`src/rtl/tlut_pkg.sv`:
```
`timescale 1ns/1ps
// Shared definitions for the temperature window index generator.
// Holds the decision encoding passed from the hysteresis stage to the register.
package tlut_pkg;

    // What the next valid sample does to the held index.
    typedef enum logic [1:0] {
        ACT_HOLD = 2'd0,   // keep the current slot
        ACT_LOAD = 2'd1,   // first sample: take the mapped slot directly
        ACT_UP   = 2'd2,   // mapped slot is higher: move up
        ACT_DOWN = 2'd3    // reading left the band below: move down
    } tlut_act_e;

endpackage

```
`src/rtl/tlut_nominal.sv`:
```
`timescale 1ns/1ps
// Maps a signed temperature sample to its nominal table slot (0..SLOTS-1).
// Slot k >= 1 covers [LOW_T + 2k - 1, LOW_T + 2k]. Slot 0 takes everything
// at or below LOW_T, and the last slot takes everything at or above its
// lower edge.
// Assumes the sample is two's complement with 1 degree per LSB.
module tlut_nominal #(
    parameter int TEMP_W = 8,
    parameter int SLOTS  = 72,
    parameter int LOW_T  = -40
) (
    input  logic [TEMP_W-1:0]         temp_i,
    output logic [$clog2(SLOTS)-1:0]  nom_slot_o
);
    localparam int SW = $clog2(SLOTS);
    localparam int CW = TEMP_W + 4;
    localparam logic signed [CW-1:0] LO_C  = CW'(LOW_T);
    localparam logic signed [CW-1:0] TOP_C = CW'(LOW_T + 2 * (SLOTS - 1) - 1);

    logic signed [CW-1:0] t_ext;
    logic signed [CW-1:0] offset;

    // Sign-extend the sample and shift it so that slot 1 starts at offset 2.
    always_comb begin
        t_ext  = CW'($signed(temp_i));
        offset = t_ext - LO_C + CW'(1);
    end

    // Saturate at both ends; inside the range, take the two-degree window number.
    always_comb begin
        if (t_ext <= LO_C) begin
            nom_slot_o = '0;
        end else if (t_ext >= TOP_C) begin
            nom_slot_o = SW'(SLOTS - 1);
        end else begin
            nom_slot_o = SW'(offset >>> 1);
        end
    end

endmodule

```
`src/rtl/tlut_hyst.sv`:
```
`timescale 1ns/1ps
// Chooses what the next valid sample does to the held slot.
// The slot moves up as soon as the mapped slot is higher. It moves down only
// when the reading is more than HYST degrees below the current window's
// lowest temperature.
// Assumes cur_slot_i is in range whenever primed_i is high.
module tlut_hyst
    import tlut_pkg::*;
#(
    parameter int TEMP_W = 8,
    parameter int SLOTS  = 72,
    parameter int LOW_T  = -40,
    parameter int HYST   = 1
) (
    input  logic                      primed_i,
    input  logic [$clog2(SLOTS)-1:0]  cur_slot_i,
    input  logic [$clog2(SLOTS)-1:0]  nom_slot_i,
    input  logic [TEMP_W-1:0]         temp_i,
    output tlut_act_e                 act_o
);
    localparam int SW = $clog2(SLOTS);
    localparam int CW = TEMP_W + 4;
    localparam logic signed [CW-1:0] LO_C = CW'(LOW_T);

    logic signed [CW-1:0] t_ext;
    logic signed [CW-1:0] low_edge;
    logic signed [CW-1:0] down_lim;

    // Lowest temperature of the current window, and the threshold below it.
    always_comb begin
        t_ext    = CW'($signed(temp_i));
        low_edge = LO_C + $signed(CW'({cur_slot_i, 1'b0})) - CW'(1);
        down_lim = low_edge - CW'(HYST);
    end

    // Priority: first load, then an upward move, then a downward move.
    always_comb begin
        if (!primed_i) begin
            act_o = ACT_LOAD;
        end else if (nom_slot_i > cur_slot_i) begin
            act_o = ACT_UP;
        end else if ((cur_slot_i != SW'(0)) && (t_ext < down_lim)) begin
            act_o = ACT_DOWN;
        end else begin
            act_o = ACT_HOLD;
        end
    end

endmodule

```
`src/rtl/tlut_index_gen.sv`:
```
`timescale 1ns/1ps
// Temperature window index generator.
// Holds the table address, recomputes it on each valid sample in automatic
// mode, and follows a host value in manual mode.
// Assumes samples are two's complement with 1 degree per LSB, and that
// BASE + SLOTS fits in IDX_W bits.
module tlut_index_gen
    import tlut_pkg::*;
#(
    parameter int TEMP_W = 8,
    parameter int IDX_W  = 8,
    parameter int SLOTS  = 72,
    parameter int BASE   = 128,
    parameter int LOW_T  = -40,
    parameter int HYST   = 1
) (
    input  logic              clk,
    input  logic              rst_n,
    input  logic [TEMP_W-1:0] temp_i,
    input  logic              temp_valid_i,
    input  logic              manual_en_i,
    input  logic [IDX_W-1:0]  manual_idx_i,
    output logic [IDX_W-1:0]  idx_o,
    output logic              upd_o
);
    localparam int SW = $clog2(SLOTS);

    logic [IDX_W-1:0] idx_q;
    logic             upd_q;
    logic             primed_q;
    logic [SW-1:0]    cur_slot;
    logic [SW-1:0]    nom_slot;
    tlut_act_e        act;

    // Current slot number, relative to the table base.
    always_comb begin
        cur_slot = SW'(idx_q - IDX_W'(BASE));
    end

    tlut_nominal #(
        .TEMP_W (TEMP_W),
        .SLOTS  (SLOTS),
        .LOW_T  (LOW_T)
    ) u_nominal (
        .temp_i     (temp_i),
        .nom_slot_o (nom_slot)
    );

    tlut_hyst #(
        .TEMP_W (TEMP_W),
        .SLOTS  (SLOTS),
        .LOW_T  (LOW_T),
        .HYST   (HYST)
    ) u_hyst (
        .primed_i   (primed_q),
        .cur_slot_i (cur_slot),
        .nom_slot_i (nom_slot),
        .temp_i     (temp_i),
        .act_o      (act)
    );

    // Index register, first-sample flag and update strobe.
    always_ff @(posedge clk) begin
        if (!rst_n) begin
            idx_q    <= '0;
            upd_q    <= 1'b0;
            primed_q <= 1'b0;
        end else if (manual_en_i) begin
            idx_q    <= manual_idx_i;
            upd_q    <= 1'b0;
            primed_q <= 1'b0;
        end else begin
            upd_q <= temp_valid_i;
            if (temp_valid_i) begin
                primed_q <= 1'b1;
                if (act != ACT_HOLD) begin
                    idx_q <= IDX_W'(BASE) + IDX_W'(nom_slot);
                end
            end
        end
    end

    assign idx_o = idx_q;
    assign upd_o = upd_q;

endmodule

```
`config.mk`:
```
export PLATFORM = sky130hd
export DESIGN_NAME = tlut_index_gen
export DESIGN_NICKNAME = d
export VERILOG_FILES = /design/src/rtl/tlut_pkg.sv /design/src/rtl/tlut_nominal.sv /design/src/rtl/tlut_hyst.sv /design/src/rtl/tlut_index_gen.sv
export SDC_FILE = /design/constraint.sdc
export NUM_CORES = 1
export LEC_CHECK = 0
export ABC_CLOCK_PERIOD_IN_PS = 4100
export BUFFER_PORTS_ARGS = -buffer_cell sky130_fd_sc_hd__buf_4
export CAP_MARGIN = 20
export CELL_PAD_IN_SITES_DETAIL_PLACEMENT = 2
export CELL_PAD_IN_SITES_GLOBAL_PLACEMENT = 2
export CORE_UTILIZATION = 32
export DETAILED_ROUTE_END_ITERATION = 8
export PLACE_DENSITY_LB_ADDON = 0.1
export REMOVE_ABC_BUFFERS = 1
export SKIP_CTS_REPAIR_TIMING = 1
export SYNTH_ARGS = -nofsm -noshare
export SYNTH_HDL_FRONTEND = slang
export SYNTH_SLANG_ARGS = --single-unit
```
`constraint.sdc`:
```
create_clock -name clk -period 4.1 [get_ports clk]
set_input_delay 0.82 -clock clk [delete_from_list [all_inputs] [get_ports clk]]
set_output_delay 0.82 -clock clk [all_outputs]
set_load 0.02 [all_outputs]
```
==> results.toml, run 1 <==
[die]
die_h_um = 66.23
core_area_um2 = 3799
die_w_um = 66.23
io_pins = 29
dieArea_um2 = 4386
rows = 22
initial_utilization_pct = 34.75

[placement]
io_buffers = 28
hpwl_um = 3518
pre_cts_slack_ns = 0.2267
place.gp.congestion = 0.8448
placed_area_um2 = 1594
dp_cells = 235

[layout]
postLayoutCellArea_um2 = 1635
seqCellArea_um2 = 200.2
area_growth_pct = 23.89
layout.cells.non_filler = 238
antennaDiodeCount = 0
fill_cells = 457
nNetsFinal = 236
drive_gt1_share_pct = 24.21
multi_input_comb_area_um2 = 1045

[yosys]
ys_types = 37
seq_area_frac_synth_pct = 15.17
yosys-top-cells-count = "ha_1, inv_1, a21oi_1, o21ai_0, dfxtp_1"
synth_most_common_cell = "ha_1"
ys_ff_latch = 10
postSynthCellCount = 159
synth_area_leaders = "ha_1, dfxtp_1, a311oi_2"
post_synth_instance_area_um2 = 1320
synth_edf_count = 0
yosys_warnings = 0
synth.largest_area_cell = "ha_1"
synthArstFlopShare_pct = 0
synth_top_area_share_pct = 22.75
syn_area_per_cell_um2 = 8.302
synth_ff_type = "dfxtp_1"

[power_and_ir_drop]
power_leakage_nw = 0.7200
ir_worst_vdd_uv = 186.6
switchingPower_mw = 0.2410
clockPowerShare_pct = 18.2
p_int_mw = 0.3127
pwr_density_cell_nw_per_um2 = 338.6
p_sw_share_pct = 43.53
seqPwrFrac_pct = 21.8
comb_power_share_pct = 60.0

[global_route]
antenna_found_initial = 0
grt_start_max_net_pins = 18
grt_pass1_vias = 1487
grt_pass1_wl_um = 7148
grt_overflow = 0
track_usage_pct = 21.53

[cts]
cts-buffers-inserted = 3
cts_tree = "built"
root_buffer = "clkbuf_8"
worstSkewPairLatency_ns = 0.23
path_clk_slew_ns = 0.05
clk_path_buf_depth = 2
htreeDepth = 1
cts_sinks = 10

[min_path]
hold_class = "register to register"

[route]
dr_total_vias = 1334
drt_wl_total_um = 4231
drc = 0
drt-vias-per-instance = 5.605
first_pass_iters = 4
route.antenna.remaining_nets = 0
drt_iter0_markers = 39
wire_per_inst_um = 17.78

[timing]
slew_viol_final = 0
finClkSkew_ns = 0.002383
fin_setup_tns_ns = 0
hold_viol = 0
whs_ns = 0.5251
worst_pin_slew_ns = 0.7418
maxSlewHeadroom_pct = 49.85
setup_slack_ns = 0.2989
rsz0062_at_grt = "no"
setup-violations-final = 0
max_freq_mhz = 263.1
min_period_ns = 3.801
finalCritPeriodShare_pct = 92.71

[job]
maxCapViolCount = 0

[setup_path]
critical_path_class = "register to register"
endpoint_kind = "register"
cp.arrival_ns = 3.88
path_max_fanout = 8
crit_path_start_kind = "register"
cp.required_ns = 4.18

[outcome]
status = "finished clean"
==> state kept, by name, indices dropped and copies added (netlist names) <==
signal	flops
idx_o	8
primed_q	1
upd_o	1
==> final cells by class <==
type                    instances  share of cell area [%]
multi-input cells             131                   63.89
repair buffers                 31                   14.23
flip-flops and latches         10                   12.24
well taps                      48                   3.673
inverters                      15                   3.443
clock buffers                   3                   2.525
==> cell families after synthesis <==
group | count (synthesis) | synth area share [%]
AOI/OAI and AO/OA | 57 | 32.89
adders and majority gates | 24 | 22.75
and+or+nand+nor | 37 | 14.50
muxes | 1 | 1.042
DFF | 10 | 15.17
buffers and inverters | 18 | 5.686
xor gates and xnor gates | 12 | 7.962
==> stage by stage <==
step / util [%] / total power, mW
floorplan: - / 0.3384
global placement: 41.96 / 0.4344
detailed placement: 41.96 / 0.4559
CTS: 43.05 / 0.5616
global route: 43.05 / 0.6038
finish: 43.05 / 0.5537
==> final timing paths <==
path / from / end / slack (ns) / depth (start not counted)
setup reg to reg: idx_o[4] / idx_o[4] / 0.30 / 13
hold reg to reg: idx_o[7] / idx_o[7] / 0.53 / 2
hold / removal: idx_o[7] / idx_o[7] / 0.53 / 2
setup / recovery: idx_o[4] / idx_o[4] / 0.30 / 13
==> metal layers <==
metal,share of wire [%],vias to the layer above,global-route usage (%)
li1,-,661,-
met1,48,649,27.44
met2,49,20,39.54
met3,1.9,4,0.6897
met4,0.71,0,4.787
met5,0,-,0
==> critical path, stage by stage, from the launching register on <==
cell and delay, ns:
dfxtp_1 0.45, inv_1 0.17, a21oi_1 0.44, nand3_1 0.15, a21oi_1 0.17, nor3_1 0.10
or2_2 0.30, ha_1 0.35, a21oi_1 0.20, o221ai_2 0.13, a211oi_2 0.26, mux2i_2 0.29
and2_1 0.48, a311oi_2 0.17
==> layout by cell type (no fill, tap or decap), types with 2 or more instances in the layout <==
cell type / synthesis / final
nor2_1: 5 / 5
clkbuf_8: 0 / 3
xnor2_1: 8 / 8
nor3_1: 6 / 6
nand2b_1: 2 / 2
dfxtp_1: 10 / 10
nand2_1: 8 / 8
nand3_1: 3 / 3
a311oi_2: 7 / 7
ha_1: 24 / 24
a211oi_1: 8 / 8
o21ai_0: 13 / 13
or2_2: 2 / 2
nand4_1: 3 / 3
o21a_1: 6 / 6
and3_1: 2 / 2
a21oi_1: 13 / 13
nor2b_1: 2 / 2
buf_4: 0 / 31
inv_1: 15 / 15
xor2_1: 4 / 4
==> power by group through the flow <==
stage               combinational [mW]  clock (mW)  sequential [mW]
CTS                              0.337       0.103            0.121
global route                     0.374       0.108            0.122
global placement                 0.312           0            0.122
detailed placement               0.333           0            0.123
floorplan                        0.205           0            0.133
finish                           0.332       0.101            0.121
No activity file was read; power rests on OpenSTA's default activity.
==> inputs of run 2 (changes only) <==
--- a/config.mk
+++ b/config.mk
@@ -13,6 +13,7 @@
 export CORE_UTILIZATION = 32
 export DETAILED_ROUTE_END_ITERATION = 8
 export PLACE_DENSITY_LB_ADDON = 0.1
+export RECOVER_POWER = 25
 export REMOVE_ABC_BUFFERS = 1
 export SKIP_CTS_REPAIR_TIMING = 1
 export SYNTH_ARGS = -nofsm -noshare
==> run 2 against run 1 <==
Against the previous run:
- core utilization shrank 0.40 points
- sequential cell count is the same
- cell count is the same
- critical path depth is the same
- critical path type unchanged
- critical endpoint unchanged
==> results.toml, run 2 (synthesis results as in run 1) <==
[outcome]
status = "finished clean"

[min_path]
min_to = "idx_o[7]"
hold_class = "register to register"
hold_depth = 2
min_from = "idx_o[7]"

[placement]
place.gp.congestion = 0.8448
pre_cts_slack_ns = 0.2267
hpwl_um = 3518
io_buffers = 28

[die]
core_area_um2 = 3799
initial_utilization_pct = 34.75
die_w_um = 66.23
die_h_um = 66.23
dieArea_um2 = 4386
rows = 22
io_pins = 29

[global_route]
grt_pass1_wl_um = 7148
grt_pass1_vias = 1487
grt_start_max_net_pins = 18
track_usage_pct = 21.53
grt_overflow = 0
antenna_found_initial = 0

[timing]
min_period_ns = 3.801
slew_viol_final = 0
max_freq_mhz = 263.1
finalCritPeriodShare_pct = 92.71
setup-violations-final = 0
maxSlewHeadroom_pct = 49.85
setup_slack_ns = 0.2989
hold_viol = 0
worst_pin_slew_ns = 0.7418
fin_setup_tns_ns = 0
finClkSkew_ns = 0.002386
rsz0062_at_grt = "no"

[setup_path]
reg2reg_from = "idx_o[4]"
cp.arrival_ns = 3.88
cp.required_ns = 4.18
reg2regPathDepth = 13
r2r_slack_ns = 0.30
path_max_fanout = 8
crit_path_start_kind = "register"
endpoint_kind = "register"
r2r-end = "idx_o[4]"
critical_path_class = "register to register"

[route]
route.antenna.remaining_nets = 0
drt_iter0_markers = 39
drc = 0
met2_length_um = 2074
top_layer = "met4"
dr_total_vias = 1334
dr_wl_met3_um = 83
drt-vias-per-instance = 5.605
drt_wl_total_um = 4233
wire_per_inst_um = 17.79
first_pass_iters = 4
route.layer.met1.wl_um = 2045

[cts]
path_clk_slew_ns = 0.05
worstSkewPairLatency_ns = 0.23
htreeDepth = 1
clk_path_buf_depth = 2
cts_tree = "built"
cts-buffers-inserted = 3
cts_sinks = 10
root_buffer = "clkbuf_8"

[layout]
nNetsFinal = 236
largest_reg_flops = 8
area_growth_pct = 22.75
drive_gt1_share_pct = 22.11
antennaDiodeCount = 0
layout_common_cells = "buf_4, ha_1, inv_1, a21oi_1, o21ai_0"
final_util_pct = 42.65
layout_commonest_cell = "buf_4"

[power_and_ir_drop]
ir_worst_vdd_uv = 184.8
power_leakage_nw = 0.7045
pwr_density_cell_nw_per_um2 = 340.1

[job]
maxCapViolCount = 0
run 2: changes by cell type in the layout (fill, tap and decap cells not counted), sizes merged:
cell and delta:
buf -4, clkbuf +4
run 2: through the flow:
stage / hold slack (ns) / power [mW] / cell area (µm²) / cells
after global routing: 0.5809 / 0.6009 / 1620 / 238
after global placement: 0.4988 / 0.4344 / 1594 / 235
after CTS: 0.5288 / 0.5616 / 1635 / 238
final: 0.5238 / 0.5510 / 1620 / 238
after floorplan: 0.4924 / 0.3384 / 1301 / 156
after detailed placement: 0.5221 / 0.4559 / 1594 / 235
run 2: worst max path at each step:
stage,from,endpoint,slack (ns),depth (start not counted)
6_report,idx_o[4],idx_o[4],0.30,13
5_1_grt,idx_o[4],idx_o[4],0.11,13
4_1_cts,idx_o[2],idx_o[4],0.31,14
3_5_place_dp,temp_i[1],idx_o[2],0.23,14
3_3_place_gp,temp_i[1],idx_o[3],0.39,14
2_1_floorplan,temp_i[0],idx_o[0],0.65,13
run 2: cell type report:
class | instances | area, µm²
fillers | 456 | 2178
multi-input cells | 131 | 1045
repair buffers | 31 | 217.7
flip-flops and latches | 10 | 200.2
well taps | 48 | 60.06
inverters | 15 | 56.30
clock buffers | 3 | 41.29
run 2: routing by layer:
metal	track usage, %	vias to the layer above
met5	0	-
met4	4.787	0
met3	0.6897	4
met2	39.54	20
met1	27.44	649
li1	-	661
run 2: critical path, stage by stage (launching register included):
cell      delay [ns]
dfxtp_1         0.45
inv_1           0.17
a21oi_1         0.44
nand3_1         0.15
a21oi_1         0.17
nor3_1          0.10
or2_2           0.30
ha_1            0.35
a21oi_1         0.20
o221ai_2        0.13
a211oi_2        0.26
mux2i_2         0.29
and2_1          0.48
a311oi_2        0.17
run 2: power breakdown:
part / internal, mW / total (mW) / switching (mW)
clock network: 0.0642 / 0.101 / 0.0366
logic: 0.137 / 0.330 / 0.192
registers: 0.109 / 0.121 / 0.0121
==> inputs of run 3 (changes only) <==
--- a/config.mk
+++ b/config.mk
@@ -13,7 +13,7 @@
 export CORE_UTILIZATION = 32
 export DETAILED_ROUTE_END_ITERATION = 8
 export PLACE_DENSITY_LB_ADDON = 0.1
-export RECOVER_POWER = 25
+export RECOVER_POWER = 50
 export REMOVE_ABC_BUFFERS = 1
 export SKIP_CTS_REPAIR_TIMING = 1
 export SYNTH_ARGS = -nofsm -noshare
==> run 3 against run 2 <==
Against the previous run:
- fmax is 0.17% lower
- clock-buffer cell count stayed put
- sequential cell count stayed put
- via count hardly changed
- hold slack stayed put
- die area stayed put
- critical endpoint unchanged
- sequential power hardly changed
- clock power hardly changed
- total power is 0.71% lower
- non-clock buffer count stayed put
- cell area is 0.93% lower
- global-route usage stayed put
==> results.toml, run 3 (synthesis results as in run 1) <==
[outcome]
status = "finished clean"

[timing]
setup-violations-final = 0
hold_viol = 0
max_freq_mhz = 262.6
fin_setup_tns_ns = 0
finalCritPeriodShare_pct = 92.87
min_period_ns = 3.808
maxSlewHeadroom_pct = 49.87
rsz0062_at_grt = "no"
slew_viol_final = 0
finClkSkew_ns = 0.002386
worst_pin_slew_ns = 0.7415

[die]
io_pins = 29
initial_utilization_pct = 34.75
die_h_um = 66.23
die_w_um = 66.23
core_area_um2 = 3799
rows = 22
dieArea_um2 = 4386

[cts]
clk_path_buf_depth = 2
root_buffer = "clkbuf_8"
cts_tree = "built"
path_clk_slew_ns = 0.05
worstSkewPairLatency_ns = 0.23
htreeDepth = 1
cts_sinks = 10
cts-buffers-inserted = 3

[setup_path]
r2r-end = "idx_o[4]"
crit_buf_inv = 1
critical_path_class = "register to register"
path_max_fanout = 8
r2r_slack_ns = 0.29
cp.arrival_ns = 3.89
cp_slowest_cell = "and2_1"
crit_top_cell = "a21oi_1"
cp_top_family = "compound AO/OA/AOI/OAI gates"
reg2regPathDepth = 13
crit_path_start_kind = "register"
cp.required_ns = 4.18
reg2reg_from = "idx_o[4]"
worstPathCellList = "inv_1 > a21oi_1 > nand3_1 > a21oi_1 > nor3_1 > or2_2 > ha_1 > a21oi_1 > o221ai_2 > a211oi_2 > mux2i_2 > and2_1 > a311oi_2"
endpoint_kind = "register"
max_stage_delay_ns = 0.48

[global_route]
grt_pass1_wl_um = 7148
grt_start_max_net_pins = 18
track_usage_pct = 21.53
grt_pass1_vias = 1487
antenna_found_initial = 0
grt_overflow = 0

[power_and_ir_drop]
power_leakage_nw = 0.6887
pwr_density_cell_nw_per_um2 = 340.8
ir_worst_vdd_uv = 184.8
power_mw = 0.5471

[layout]
postLayoutCellArea_um2 = 1605
layout_common_cells = "ha_1, buf_4, inv_1, a21oi_1, o21ai_0"
final_util_pct = 42.26
nNetsFinal = 236
layout_commonest_cell = "ha_1"
multi_input_comb_area_um2 = 1045
largest_reg_flops = 8
area_growth_pct = 21.61
drive_gt1_share_pct = 20.00
fill_cells = 458
antennaDiodeCount = 0
seqCellArea_um2 = 200.2

[placement]
hpwl_um = 3518
io_buffers = 28
place.gp.congestion = 0.8448
placed_area_um2 = 1594

[route]
first_pass_iters = 4
drt_iter0_markers = 39
drt-vias-per-instance = 5.609
drc = 0
dr_total_vias = 1335
route.antenna.remaining_nets = 0
wire_per_inst_um = 17.80
drt_wl_total_um = 4236

[min_path]
hold_depth = 2
min_from = "idx_o[7]"
hold_class = "register to register"
min_to = "idx_o[7]"

[job]
maxCapViolCount = 0
[run 3: changes by cell type in the layout (fill, tap and decap cells not counted)]
cell,before,now
buf_4,27,23
clkbuf_1,4,8
[run 3: worst max path at each step]
stage | from | depth (start not counted) | to | slack (ns)
floorplan | temp_i[0] | 13 | idx_o[0] | 0.65
global placement | temp_i[1] | 14 | idx_o[3] | 0.39
detailed placement | temp_i[1] | 14 | idx_o[2] | 0.23
CTS | idx_o[2] | 14 | idx_o[4] | 0.31
global route | idx_o[4] | 13 | idx_o[4] | 0.11
finish | idx_o[4] | 13 | idx_o[4] | 0.29
[run 3: stage by stage]
| step | setup slack, ns | hold slack (ns) | instances |
|---|---|---|---|
| after floorplan | 0.6475 | 0.4924 | 156 |
| after global placement | 0.3869 | 0.4988 | 235 |
| after detailed placement | 0.2267 | 0.5221 | 235 |
| after CTS | 0.3076 | 0.5288 | 238 |
| after global routing | 0.1063 | 0.5809 | 238 |
| final | 0.2924 | 0.5238 | 238 |
[run 3: power breakdown]
part	switching, mW	leakage [nW]	internal (mW)
logic	0.193	0.584	0.133
registers	0.0120	0.0832	0.109
clock network	0.0366	0.0216	0.0642
total	0.241	0.689	0.306
[run 3: layout make-up]
class                      instances  share of cell area [%]
multi-input combinational        131                   65.08
timing repair buffer              31                   12.63
sequential                        10                   12.47
tap                               48                   3.741
inverter                          15                   3.507
clock buffer                       3                   2.572
[run 3: routing by layer]
layer	GRT usage, %	wire length [µm]	up-vias
met5	0	0	-
met2	39.54	2070	20
li1	-	-	661
met4	4.787	30	0
met3	0.6897	83	4
met1	27.44	2052	650
[run 3: worst register-to-register path: stages (launching register included)]
cell and delay [ns]:
dfxtp_1 0.45, inv_1 0.18, a21oi_1 0.44, nand3_1 0.15
a21oi_1 0.17, nor3_1 0.10, or2_2 0.30, ha_1 0.35
a21oi_1 0.21, o221ai_2 0.13, a211oi_2 0.26, mux2i_2 0.29
and2_1 0.48, a311oi_2 0.17
